==> src/rtl/rtc_upd_pkg.sv <==
package rtc_upd_pkg;

    localparam int unsigned REG_W   = 8;
    localparam int unsigned B_HOLD  = 7;
    localparam int unsigned B_PER   = 6;
    localparam int unsigned B_ALM   = 5;
    localparam int unsigned B_UEN   = 4;
    localparam int unsigned B_NUM   = 2;
    localparam int unsigned B_HRS   = 1;
    localparam int unsigned B_SEAS  = 0;
    localparam int unsigned S_BUSY  = 7;
    localparam int unsigned S_REQ   = 6;

    typedef struct packed {
        logic hold;
        logic per_en;
        logic alm_en;
        logic upd_en;
        logic num_bin;
        logic hr24;
        logic seas_en;
    } ctl_t;

    typedef enum logic [1:0] {
        SQ_IDLE = 2'd0,
        SQ_LEAD = 2'd1,
        SQ_WAIT = 2'd2
    } seq_e;

    function automatic logic [REG_W-1:0] ctl_to_byte(input ctl_t c);
        logic [REG_W-1:0] b;
        b         = '0;
        b[B_HOLD] = c.hold;
        b[B_PER]  = c.per_en;
        b[B_ALM]  = c.alm_en;
        b[B_UEN]  = c.upd_en;
        b[B_NUM]  = c.num_bin;
        b[B_HRS]  = c.hr24;
        b[B_SEAS] = c.seas_en;
        return b;
    endfunction

endpackage

==> src/rtl/rtc_ctl_reg.sv <==
module rtc_ctl_reg
    import rtc_upd_pkg::*;
(
    input  logic             clk,
    input  logic             rst_n,
    input  logic             wr_en,
    input  logic [REG_W-1:0] wdata,
    output ctl_t             ctl,
    output logic [REG_W-1:0] rdata
);

    typedef struct packed {
        ctl_t ctl;
    } st_t;

    st_t st_d, st_q;

    always_comb begin
        st_d = st_q;
        if (wr_en) begin
            st_d.ctl.hold    = wdata[B_HOLD];
            st_d.ctl.per_en  = wdata[B_PER];
            st_d.ctl.alm_en  = wdata[B_ALM];
            // a set hold bit wins over the written update-ended enable
            st_d.ctl.upd_en  = wdata[B_UEN] & ~wdata[B_HOLD];
            st_d.ctl.num_bin = wdata[B_NUM];
            st_d.ctl.hr24    = wdata[B_HRS];
            st_d.ctl.seas_en = wdata[B_SEAS];
        end
    end

    always_ff @(posedge clk or negedge rst_n) begin
        if (!rst_n) st_q <= '0;
        else        st_q <= st_d;
    end

    assign ctl   = st_q.ctl;
    assign rdata = ctl_to_byte(st_q.ctl);

    a_r4_hold_clears_uen: assert property (@(posedge clk) disable iff (!rst_n)
        wr_en && wdata[B_HOLD] |=> !ctl.upd_en);

    a_r2_readback: assert property (@(posedge clk) disable iff (!rst_n)
        wr_en && !wdata[B_HOLD] |=> rdata == ($past(wdata) & 8'hF7));

endmodule

==> src/rtl/rtc_upd_seq.sv <==
module rtc_upd_seq
    import rtc_upd_pkg::*;
#(
    parameter int unsigned LEAD_CYC = 4
) (
    input  logic clk,
    input  logic rst_n,
    input  logic tick,
    input  logic done,
    output logic active,
    output logic go,
    output logic done_evt
);

    localparam int unsigned CNT_W = (LEAD_CYC > 1) ? $clog2(LEAD_CYC) : 1;
    localparam logic [CNT_W-1:0] CNT_LOAD = CNT_W'(LEAD_CYC - 1);

    typedef struct packed {
        seq_e             ph;
        logic [CNT_W-1:0] cnt;
        logic             go;
    } st_t;

    st_t st_d, st_q;

    always_comb begin
        st_d    = st_q;
        st_d.go = 1'b0;
        unique case (st_q.ph)
            SQ_IDLE: begin
                if (tick) begin
                    st_d.ph  = SQ_LEAD;
                    st_d.cnt = CNT_LOAD;
                end
            end
            SQ_LEAD: begin
                if (st_q.cnt == '0) begin
                    st_d.ph = SQ_WAIT;
                    st_d.go = 1'b1;
                end else begin
                    st_d.cnt = st_q.cnt - 1'b1;
                end
            end
            SQ_WAIT: begin
                if (done) st_d.ph = SQ_IDLE;
            end
            default: st_d.ph = SQ_IDLE;
        endcase
    end

    always_ff @(posedge clk or negedge rst_n) begin
        if (!rst_n) st_q <= '{ph: SQ_IDLE, cnt: '0, go: 1'b0};
        else        st_q <= st_d;
    end

    assign active   = (st_q.ph != SQ_IDLE);
    assign go       = st_q.go;
    assign done_evt = done && (st_q.ph == SQ_WAIT);

    a_r5_go_single: assert property (@(posedge clk) disable iff (!rst_n)
        go |=> !go);

    a_r5_go_after_lead: assert property (@(posedge clk) disable iff (!rst_n)
        $rose(go) |-> $past(st_q.ph == SQ_LEAD));

    a_r6_done_ends: assert property (@(posedge clk) disable iff (!rst_n)
        done_evt |=> !active);

    a_r10_tick_in_flight: assert property (@(posedge clk) disable iff (!rst_n)
        (st_q.ph == SQ_WAIT) && tick && !done |=> (st_q.ph == SQ_WAIT) && !go);

endmodule

==> src/rtl/rtc_irq_flag.sv <==
module rtc_irq_flag (
    input  logic clk,
    input  logic rst_n,
    input  logic set_evt,
    input  logic clr_rd,
    output logic req
);

    typedef struct packed {
        logic req;
    } st_t;

    st_t st_d, st_q;

    always_comb begin
        st_d = st_q;
        if (clr_rd)  st_d.req = 1'b0;
        if (set_evt) st_d.req = 1'b1;
    end

    always_ff @(posedge clk or negedge rst_n) begin
        if (!rst_n) st_q <= '0;
        else        st_q <= st_d;
    end

    assign req = st_q.req;

    a_r8_set: assert property (@(posedge clk) disable iff (!rst_n)
        set_evt |=> req);

    a_r9_read_clears: assert property (@(posedge clk) disable iff (!rst_n)
        clr_rd && !set_evt |=> !req);

endmodule

==> src/rtl/rtc_upd_ctrl.sv <==
module rtc_upd_ctrl
    import rtc_upd_pkg::*;
#(
    parameter int unsigned LEAD_CYC = 4
) (
    input  logic       clk,
    input  logic       rst_n,
    input  logic       host_sel,
    input  logic       host_wr,
    input  logic       host_rd,
    input  logic [7:0] host_wdata,
    output logic [7:0] host_rdata,
    input  logic       sec_tick,
    input  logic       upd_done,
    output logic       upd_go,
    output logic       uip,
    output logic       upd_irq,
    output logic       xfer_block,
    output logic       en_periodic,
    output logic       en_alarm,
    output logic       en_update,
    output logic       fmt_binary,
    output logic       fmt_24h,
    output logic       dst_en
);

    ctl_t             ctl;
    logic [REG_W-1:0] ctl_byte;
    logic [REG_W-1:0] stat_byte;
    logic             seq_active;
    logic             seq_done;
    logic             req;

    rtc_ctl_reg u_ctl (
        .clk   (clk),
        .rst_n (rst_n),
        .wr_en (host_wr & host_sel),
        .wdata (host_wdata),
        .ctl   (ctl),
        .rdata (ctl_byte)
    );

    rtc_upd_seq #(.LEAD_CYC(LEAD_CYC)) u_seq (
        .clk      (clk),
        .rst_n    (rst_n),
        .tick     (sec_tick),
        .done     (upd_done),
        .active   (seq_active),
        .go       (upd_go),
        .done_evt (seq_done)
    );

    rtc_irq_flag u_irq (
        .clk     (clk),
        .rst_n   (rst_n),
        .set_evt (seq_done & ctl.upd_en & ~ctl.hold),
        .clr_rd  (host_rd & ~host_sel),
        .req     (req)
    );

    always_comb begin
        uip               = seq_active & ~ctl.hold;
        stat_byte         = '0;
        stat_byte[S_BUSY] = uip;
        stat_byte[S_REQ]  = req;
        host_rdata        = host_sel ? ctl_byte : stat_byte;
    end

    assign upd_irq     = req;
    assign xfer_block  = ctl.hold;
    assign en_periodic = ctl.per_en;
    assign en_alarm    = ctl.alm_en;
    assign en_update   = ctl.upd_en;
    assign fmt_binary  = ctl.num_bin;
    assign fmt_24h     = ctl.hr24;
    assign dst_en      = ctl.seas_en;

    a_r8_no_req_when_held: assert property (@(posedge clk) disable iff (!rst_n)
        seq_done && ctl.hold && !req |=> !upd_irq);

endmodule

==> config.mk <==
export PLATFORM = sky130hd
export DESIGN_NAME = rtc_upd_ctrl
export DESIGN_NICKNAME = d
export VERILOG_FILES = /design/src/rtl/rtc_upd_pkg.sv /design/src/rtl/rtc_ctl_reg.sv /design/src/rtl/rtc_upd_seq.sv /design/src/rtl/rtc_irq_flag.sv /design/src/rtl/rtc_upd_ctrl.sv
export SDC_FILE = /design/constraint.sdc
export NUM_CORES = 1
export LEC_CHECK = 0
export BUFFER_PORTS_ARGS = -buffer_cell sky130_fd_sc_hd__buf_2
export CAP_MARGIN = 20
export CORE_UTILIZATION = 46
export CTS_BUF_LIST = sky130_fd_sc_hd__clkbuf_16
export DETAILED_ROUTE_END_ITERATION = 16
export PLACE_DENSITY = 0.9
export SYNTH_ARGS = -nofsm -noshare
export SYNTH_HDL_FRONTEND = slang
export SYNTH_SLANG_ARGS = --single-unit
==> constraint.sdc <==
create_clock -name clk -period 3.68 [get_ports clk]
set_clock_uncertainty 0.05 [all_clocks]
set_input_delay 0.552 -clock clk [delete_from_list [all_inputs] [get_ports clk]]
set_output_delay 0.552 -clock clk [all_outputs]
set_load 0.01 [all_outputs]
==> results_dict.tcl, run 1 <==
set metrics [dict create \
    cp-endpoint "host_rdata[7]" \
    pwr-share-clk 0.348 \
    rsz0062_at_grt "no" \
    clock_sinks 13 \
    hold_slack_ns 0.137 \
    cts-buffers-inserted 3 \
    netlist_instances 58 \
    fin_util 0.669 \
    irDropWorstVdd_mv 0.583 \
    multiInputGateArea_um2 293 \
    grt_overflow 0 \
    synth_top_area_cell "dfrtp_1" \
    status "complete, no violations" \
    async_flop_share 1.00 \
    r2r_start "u_seq.st_q[1]" \
    reg2reg_to "u_seq.st_q[2]" \
    end_kind "primary output" \
    p_comb_frac 0.283 \
    drtIter0Drc 6 \
    antenna_found_initial 0 \
    leakage_nw 0.465 \
    hold_class "in -> async" \
    drive_gt1_frac 0.483 \
    synthesis.nets 74 \
    cts-root-buf "clkbuf_16" \
    fillers 106 \
    syn_avg_cell_area_um2 11.3 \
    finalCritPeriodShare 0.496 \
    drv_cap 0 \
    cts_setup_buffers 0 \
    antenna_cells 0 \
    postLayoutSetupSlackWorst_ns 1.86 \
    crit_type "reg -> out" \
    drt_pass1_iterations 4 \
    ys.flop_type "dfrtp_1" \
    via_count 530 \
    regArea_um2 325 \
    yosysWarningCount 0 \
    grt_max_degree 14 \
    via_per_inst 5.10 \
    final.setup.tns_ns 0 \
    ys_types 22 \
    synth_edf_count 0 \
    cts_tree "yes" \
    r2r_setup_slack_ns 2.34 \
    setup_viol 0 \
    num_rows 13 \
    initial_core_util 0.498 \
    power.density_nw_per_um2 662 \
    ant_nets 0 \
    critPathMaxFanout 10 \
    dp_hpwl_um 990 \
    clkTransAtPathRegs_ns 0.05 \
    maxSlewViolCount 0 \
    yosysSeqAreaShare 0.496 \
    place_congestion 0.599 \
    die_h_um 39.8 \
    max_freq_ghz 0.548 \
    post-synth-top-count-cell "dfrtp_1" \
    nets 106 \
    ctsHoldBuffers 0 \
    cts_max_level 1 \
    rr_worst_depth 4 \
    ys_ff_latch 13 \
    dieArea_um2 1580 \
    seqPwrFrac 0.369 \
    synth_top_cell_area_share 0.496 \
    grt_pass1_wl_um 2210 \
    cts_resized 0 \
    wl_per_cell_um 14.3 \
    synth_area_leaders "dfrtp_1 50%, mux2_2 12%, and2_1 4.8%" \
    p_sw_uw 174 \
    wl_um 1490 \
    place_ws_ns 2.04 \
    min_period_ns 1.82 \
    ios 33 \
    port_buffers 30 \
    cp_data_required_time_ns 3.08 \
    syn_area_um2 656 \
    critPathLaunchType "flop" \
    p_int_uw 410 \
    power_uw 584 \
    startpoint "u_seq.st_q[3]" \
    grt_use_total 0.225 \
    synthTopCellsByCount "13 x dfrtp_1, 7 x mux2_2, 5 x and2_1, 5 x nand2_1, 4 x inv_1" \
    core_area_um2 1320 \
    syn2layout_area_growth_pct 34.4 \
    clkLatencyLatePin_ns 0.24 \
    grt_pass1_vias 505 \
    crit_arrival_ns 1.22 \
    drc 0 \
    hold_viol_final 0 \
    cts_buffer_depth 2 \
    die_width_um 39.8 \
    p_sw_frac 0.298 \
]
==> routing by layer <==
| metal | part of all wire | up-vias | global-route usage |
|---|---|---|---|
| li1 | - | 254 | - |
| met1 | 0.41 | 246 | 0.250 |
| met2 | 0.51 | 26 | 0.377 |
| met3 | 0.067 | 4 | 0.0909 |
| met4 | 0.015 | 0 | 0.0862 |
| met5 | 0 | - | 0 |
==> area by class of cell <==
cell class              count  area share
flip-flops and latches     13       0.369
multi-input cells          38       0.332
repair buffers             30       0.170
clock buffers               3      0.0852
well taps                  15      0.0213
inverters                   4      0.0170
clock inverters             1     0.00426
==> power by group through the flow <==
stage                     logic (mW)  clock network [mW]  registers (mW)
after floorplan                0.124                   0           0.207
after global placement         0.156                   0           0.212
after detailed placement       0.161                   0           0.216
after CTS                      0.168               0.205           0.214
after global routing           0.181               0.210           0.220
final                          0.165               0.203           0.215
==> sequential cells by signal, indices dropped and copies added, names as in the netlist <==
register / flops
u_ctl.ctl: 7
u_seq.go: 1
u_seq.st_q: 4
u_irq.req: 1
==> cell families (layout without fill, tap and decap cells) <==
kind of cell / after synthesis / count (layout) / share of synthesized area
AO/OA/AOI/OAI: 9 / 9 / 0.120
buffers and inverters: 7 / 38 / 0.0572
other: 1 / 1 / 0.00572
multiplexers: 7 / 7 / 0.120
adder cells (fa/ha/maj): 1 / 1 / 0.0191
flip-flops: 13 / 13 / 0.496
AND/OR/NAND/NOR: 20 / 20 / 0.181
==> worst min path at each step <==
stage,depth (start not counted),slack [ns],to
4_1_cts,1,0.15,u_seq.st_q[1]
6_report,1,0.14,u_seq.st_q[1]
3_5_place_dp,1,0.40,u_seq.st_q[1]
5_1_grt,1,0.16,u_seq.st_q[1]
2_1_floorplan,0,0.21,u_ctl.ctl[0]
3_3_place_gp,1,0.40,u_seq.st_q[1]
==> critical path, cell delays in order (launching register included) <==
cell      delay, ns
dfrtp_1        0.47
o21bai_1       0.26
o21ai_0        0.10
buf_2          0.14
==> placed cells by master, fill, tap and decap left out <==
cell,netlist,final
conb_1,1,1
nor2b_1,2,2
o221a_1,2,2
a21oi_1,1,1
clkbuf_16,0,3
o21bai_1,2,2
ha_1,1,1
buf_2,0,30
o32ai_2,1,1
nand3b_1,2,2
and3b_2,1,1
and2_1,5,5
or2_1,1,1
o21ba_1,1,1
dfrtp_1,13,13
mux2_2,7,7
nand2_2,1,1
o21ai_0,2,2
inv_1,4,5
nand2b_1,3,3
nand2_1,5,5
==> stage by stage <==
| step | cell area, um^2 | instances |
|---|---|---|
| 2_1_floorplan | 656 | 58 |
| 3_3_place_gp | 802 | 100 |
| 3_5_place_dp | 802 | 100 |
| 4_1_cts | 881 | 104 |
| 5_1_grt | 881 | 104 |
| 6_report | 881 | 104 |
No activity file was read; power rests on OpenSTA's default activity.
==> inputs of run 2 (changes only) <==
--- a/config.mk
+++ b/config.mk
@@ -7,10 +7,10 @@
 export LEC_CHECK = 0
 export BUFFER_PORTS_ARGS = -buffer_cell sky130_fd_sc_hd__buf_2
 export CAP_MARGIN = 20
-export CORE_UTILIZATION = 46
+export CORE_UTILIZATION = 43
 export CTS_BUF_LIST = sky130_fd_sc_hd__clkbuf_16
 export DETAILED_ROUTE_END_ITERATION = 16
-export PLACE_DENSITY = 0.9
+export PLACE_DENSITY = 0.85
 export SYNTH_ARGS = -nofsm -noshare
 export SYNTH_HDL_FRONTEND = slang
 export SYNTH_SLANG_ARGS = --single-unit
==> constraint.sdc (replaced) <==
create_clock -name clk -period 1.78 [get_ports clk]
set_clock_uncertainty 0.05 [all_clocks]
set_input_delay 0.267 -clock clk [delete_from_list [all_inputs] [get_ports clk]]
set_output_delay 0.267 -clock clk [all_outputs]
set_load 0.01 [all_outputs]
==> results_dict.tcl, run 2 (synthesis gave the netlist of run 1 again) <==
set metrics [dict create \
    antenna_cells 0 \
    dieArea_um2 1680 \
    via_count 521 \
    finalCritPeriodShare 0.847 \
    grt_max_degree 14 \
    reg2reg_to "u_seq.st_q[2]" \
    clkLatencyLatePin_ns 0.24 \
    status "complete, no violations" \
    cts_tree "yes" \
    min_period_ns 1.51 \
    largest_reg_flops 7 \
    seqPwrFrac 0.370 \
    p_int_uw 848 \
    die_width_um 41.0 \
    r2r_setup_slack_ns 0.44 \
    cts_setup_buffers 0 \
    wl_per_cell_um 13.2 \
    initial_core_util 0.480 \
    cts_buffer_depth 2 \
    r2r_start "u_seq.st_q[1]" \
    end_kind "primary output" \
    ant_nets 0 \
    syn2layout_area_growth_pct 35.9 \
    grt_pass1_vias 425 \
    place_congestion 0.697 \
    met3_usage 0.0815 \
    place_area_um2 802 \
    p_sw_uw 351 \
    maxSlewViolCount 0 \
    num_rows 13 \
    grt_use_total 0.202 \
    grt_overflow 0 \
    leakage_nw 0.470 \
    cp_data_required_time_ns 1.46 \
    rr_worst_depth 4 \
    fillers 107 \
    max_freq_ghz 0.663 \
    startpoint "u_seq.st_q[3]" \
    crit_type "reg -> out" \
    pwr-share-clk 0.345 \
    drtIter0Drc 9 \
    ctsHoldBuffers 1 \
    grt_pass1_wl_um 2060 \
    core_area_um2 1370 \
    power.density_nw_per_um2 1350 \
    final_cell_mix "30 x buf_2, 13 x dfrtp_1, 7 x mux2_2" \
    fin_util 0.652 \
    wl_um 1380 \
    cts-buffers-inserted 3 \
    use_met1 0.257 \
    hold_viol_final 0 \
    place_ws_ns 0.482 \
    drc 0 \
    dp_hpwl_um 1030 \
    die_h_um 41.0 \
    cts-root-buf "clkbuf_16" \
    fin_area_um2 891 \
    cts_max_level 1 \
    drt_pass1_iterations 4 \
    grtUsageMet2 0.293 \
    clock_sinks 13 \
    busiest_layer "met2" \
    critPathMaxFanout 10 \
    p_sw_frac 0.293 \
    port_buffers 30 \
    p_comb_frac 0.285 \
    cts_resized 0 \
    final.setup.tns_ns 0 \
    antenna_found_initial 0 \
    clkTransAtPathRegs_ns 0.04 \
    setup_viol 0 \
    nets 107 \
    rsz0062_at_grt "no" \
    cp-endpoint "host_rdata[7]" \
    hold_class "in -> reg" \
    final_common_cell "buf_2" \
    ios 33 \
    drv_cap 0 \
    via_per_inst 4.96 \
    postLayoutSetupSlackWorst_ns 0.272 \
    crit_arrival_ns 1.19 \
    critPathLaunchType "flop" \
    drive_gt1_frac 0.478 \
    irDropWorstVdd_mv 1.06 \
]
## run 2: through the flow
| stage | hold slack (ns) | power [mW] | instances |
|---|---|---|---|
| after floorplan | -0.0786 | 0.685 | 58 |
| after global placement | 0.115 | 0.763 | 100 |
| final | 0.190 | 1.20 | 105 |
| after CTS | 0.187 | 1.21 | 105 |
| after global routing | 0.195 | 1.27 | 105 |
| after detailed placement | 0.121 | 0.785 | 100 |
## run 2: cell type report
class,instances,area [um^2],area share
timing repair buffer,31,160,0.180
clock buffer,3,75.1,0.0843
multi-input combinational,38,293,0.329
tap,15,18.8,0.0211
sequential,13,325,0.365
inverter,4,15.0,0.0169
clock inverter,1,3.75,0.00421
## run 2: worst min-delay path by stage
stage | slack, ns | cells past startpoint | startpoint | to
6_report | 0.19 | 2 | upd_done | u_seq.st_q[4]
5_1_grt | 0.20 | 2 | upd_done | u_seq.st_q[4]
4_1_cts | 0.19 | 2 | upd_done | u_seq.st_q[4]
3_5_place_dp | 0.12 | 1 | rst_n | u_ctl.ctl[2]
3_3_place_gp | 0.12 | 1 | rst_n | u_ctl.ctl[1]
2_1_floorplan | -0.08 | 0 | rst_n | u_ctl.ctl[0]
## run 2: layer usage
| metal | wire (um) | part of all wire |
|---|---|---|
| met1 | 602 | 0.44 |
| met2 | 669 | 0.48 |
| met3 | 87 | 0.063 |
| met4 | 21 | 0.015 |
| met5 | 0 | 0 |
## run 2: critical path, stage by stage, from the launching register on
cell,delay (ns)
dfrtp_1,0.49
o21bai_1,0.14
o21ai_0,0.16
buf_2,0.15
## run 2: power by group through the flow
| stage | registers (mW) | logic [mW] | clock network (mW) |
|---|---|---|---|
| 2_1_floorplan | 0.428 | 0.257 | 0 |
| 4_1_cts | 0.440 | 0.344 | 0.421 |
| 3_5_place_dp | 0.444 | 0.341 | 0 |
| 6_report | 0.443 | 0.342 | 0.414 |
| 5_1_grt | 0.452 | 0.380 | 0.438 |
| 3_3_place_gp | 0.440 | 0.323 | 0 |
==> inputs of run 3 (changes only) <==
--- a/config.mk
+++ b/config.mk
@@ -7,10 +7,11 @@
 export LEC_CHECK = 0
 export BUFFER_PORTS_ARGS = -buffer_cell sky130_fd_sc_hd__buf_2
 export CAP_MARGIN = 20
-export CORE_UTILIZATION = 43
+export CORE_ASPECT_RATIO = 0.8
+export CORE_UTILIZATION = 39
 export CTS_BUF_LIST = sky130_fd_sc_hd__clkbuf_16
 export DETAILED_ROUTE_END_ITERATION = 16
-export PLACE_DENSITY = 0.85
+export PLACE_DENSITY = 0.82
 export SYNTH_ARGS = -nofsm -noshare
 export SYNTH_HDL_FRONTEND = slang
 export SYNTH_SLANG_ARGS = --single-unit
==> constraint.sdc (replaced) <==
create_clock -name clk -period 1.31 [get_ports clk]
set_clock_uncertainty 0.05 [all_clocks]
set_input_delay 0.1965 -clock clk [delete_from_list [all_inputs] [get_ports clk]]
set_output_delay 0.1965 -clock clk [all_outputs]
set_load 0.01 [all_outputs]
==> results_dict.tcl, run 3 (synthesis gave the netlist of run 1 again) <==
set metrics [dict create \
    status "complete, no violations" \
    port_buffers 30 \
    crit_type "reg -> out" \
    end_kind "primary output" \
    die_width_um 47.8 \
    final_cell_mix "30 x buf_2, 13 x dfrtp_1, 7 x mux2_2, 5 x nand2_1, 5 x and2_1" \
    syn2layout_area_growth_pct 44.7 \
    fin_util 0.645 \
    grt_pass1_vias 539 \
    rr_worst_depth 4 \
    r2r_start "u_seq.st_q[1]" \
    power.density_nw_per_um2 1820 \
    grt_use_total 0.202 \
    ant_nets 0 \
    num_rows 12 \
    maxSlewViolCount 0 \
    cp_data_required_time_ns 1.06 \
    clock_sinks 13 \
    largest_reg_flops 7 \
    drc 0 \
    grt_overflow 0 \
    grt_max_degree 14 \
    antenna_found_initial 0 \
    initial_core_util 0.446 \
    hold_class "in -> reg" \
    critPathLaunchType "flop" \
    place_inst 108 \
    critPathMaxFanout 2 \
    irDropWorstVdd_mv 1.31 \
    ios 33 \
    drive_gt1_frac 0.538 \
    cts_max_level 1 \
    via_per_inst 4.77 \
    drt_pass1_iterations 4 \
    setup_viol 0 \
    cts-root-buf "clkbuf_16" \
    antenna_cells 0 \
    final_common_cell "buf_2" \
    dieArea_um2 1850 \
    drv_cap 0 \
    reg2reg_to "u_seq.st_q[1]" \
    clkLatencyLatePin_ns 0.24 \
    hold_viol_final 0 \
    crit_arrival_ns 1.04 \
    nets 110 \
    wl_um 1430 \
    max_freq_ghz 0.780 \
    r2r_setup_slack_ns 0.07 \
    die_h_um 38.7 \
    fin_area_um2 948 \
    leakage_nw 0.485 \
    via_count 544 \
    grt_pass1_wl_um 2440 \
    clkTransAtPathRegs_ns 0.04 \
    drtIter0Drc 5 \
    cp-endpoint "host_rdata[7]" \
    rsz0062_at_grt "yes" \
    startpoint "u_ctl.ctl[6]" \
    cts_tree "yes" \
    place_congestion 0.739 \
    min_period_ns 1.28 \
    cts-buffers-inserted 3 \
    stdcell_count 114 \
    core_area_um2 1470 \
    dp_hpwl_um 1050 \
    place_area_um2 825 \
    cts_buffer_depth 2 \
    wl_per_cell_um 12.6 \
    finalCritPeriodShare 0.979 \
]
## run 3: layout make-up
class | count | area [um^2]
multi-input combinational | 38 | 320
inverter | 4 | 15.0
sequential | 13 | 325
clock buffer | 3 | 75.1
clock inverter | 1 | 3.75
fill | 135 | 523
timing repair buffer | 34 | 183
tap | 21 | 26.3
## run 3: repair_timing
item                       CTS  global route
gates resized for setup      3             3
buffers inserted             1             0
gates cloned                 0             0
hold endpoints to repair    13             0
pin swaps                    1             0
setup endpoints to repair    1             3
hold buffers                 1             0
## run 3: where the power goes
group	internal, mW	switching, mW	leakage (nW)	total [mW]
clock network	0.401	0.154	0.0423	0.555
logic	0.314	0.271	0.286	0.585
registers	0.500	0.0902	0.157	0.590
## run 3: critical path, stage by stage (launching register included)
cell	delay, ns
dfrtp_1	0.38
o21bai_4	0.18
o21ai_2	0.11
buf_2	0.14
## run 3: metrics by stage
step / setup slack (ns) / hold WS (ns) / total power, mW / TNS, ns
floorplan: 0.0966 / -0.149 / 0.930 / 0
global placement: 0.0506 / 0.0468 / 1.07 / 0
detailed placement: 0.0209 / 0.0446 / 1.09 / 0
CTS: 0.00513 / 0.104 / 1.71 / 0
global route: -0.0180 / 0.104 / 1.86 / -0.0180
finish: 0.0280 / 0.103 / 1.73 / 0
## run 3: routing by layer
layer | vias up | wire length [um] | GRT usage
met5 | - | 0 | 0
met4 | 0 | 31 | 0.0833
met3 | 2 | 48 | 0.0748
met2 | 13 | 728 | 0.331
met1 | 266 | 626 | 0.233
li1 | 263 | - | -
## run 3: how the worst min path moves through the flow
stage | startpoint | end | slack, ns | cells past startpoint
after global routing | upd_done | u_seq.st_q[4] | 0.10 | 2
after CTS | upd_done | u_seq.st_q[4] | 0.10 | 2
after global placement | rst_n | u_ctl.ctl[0] | 0.05 | 1
after floorplan | rst_n | u_ctl.ctl[0] | -0.15 | 0
after detailed placement | rst_n | u_ctl.ctl[2] | 0.04 | 1
final | upd_done | u_seq.st_q[4] | 0.10 | 2
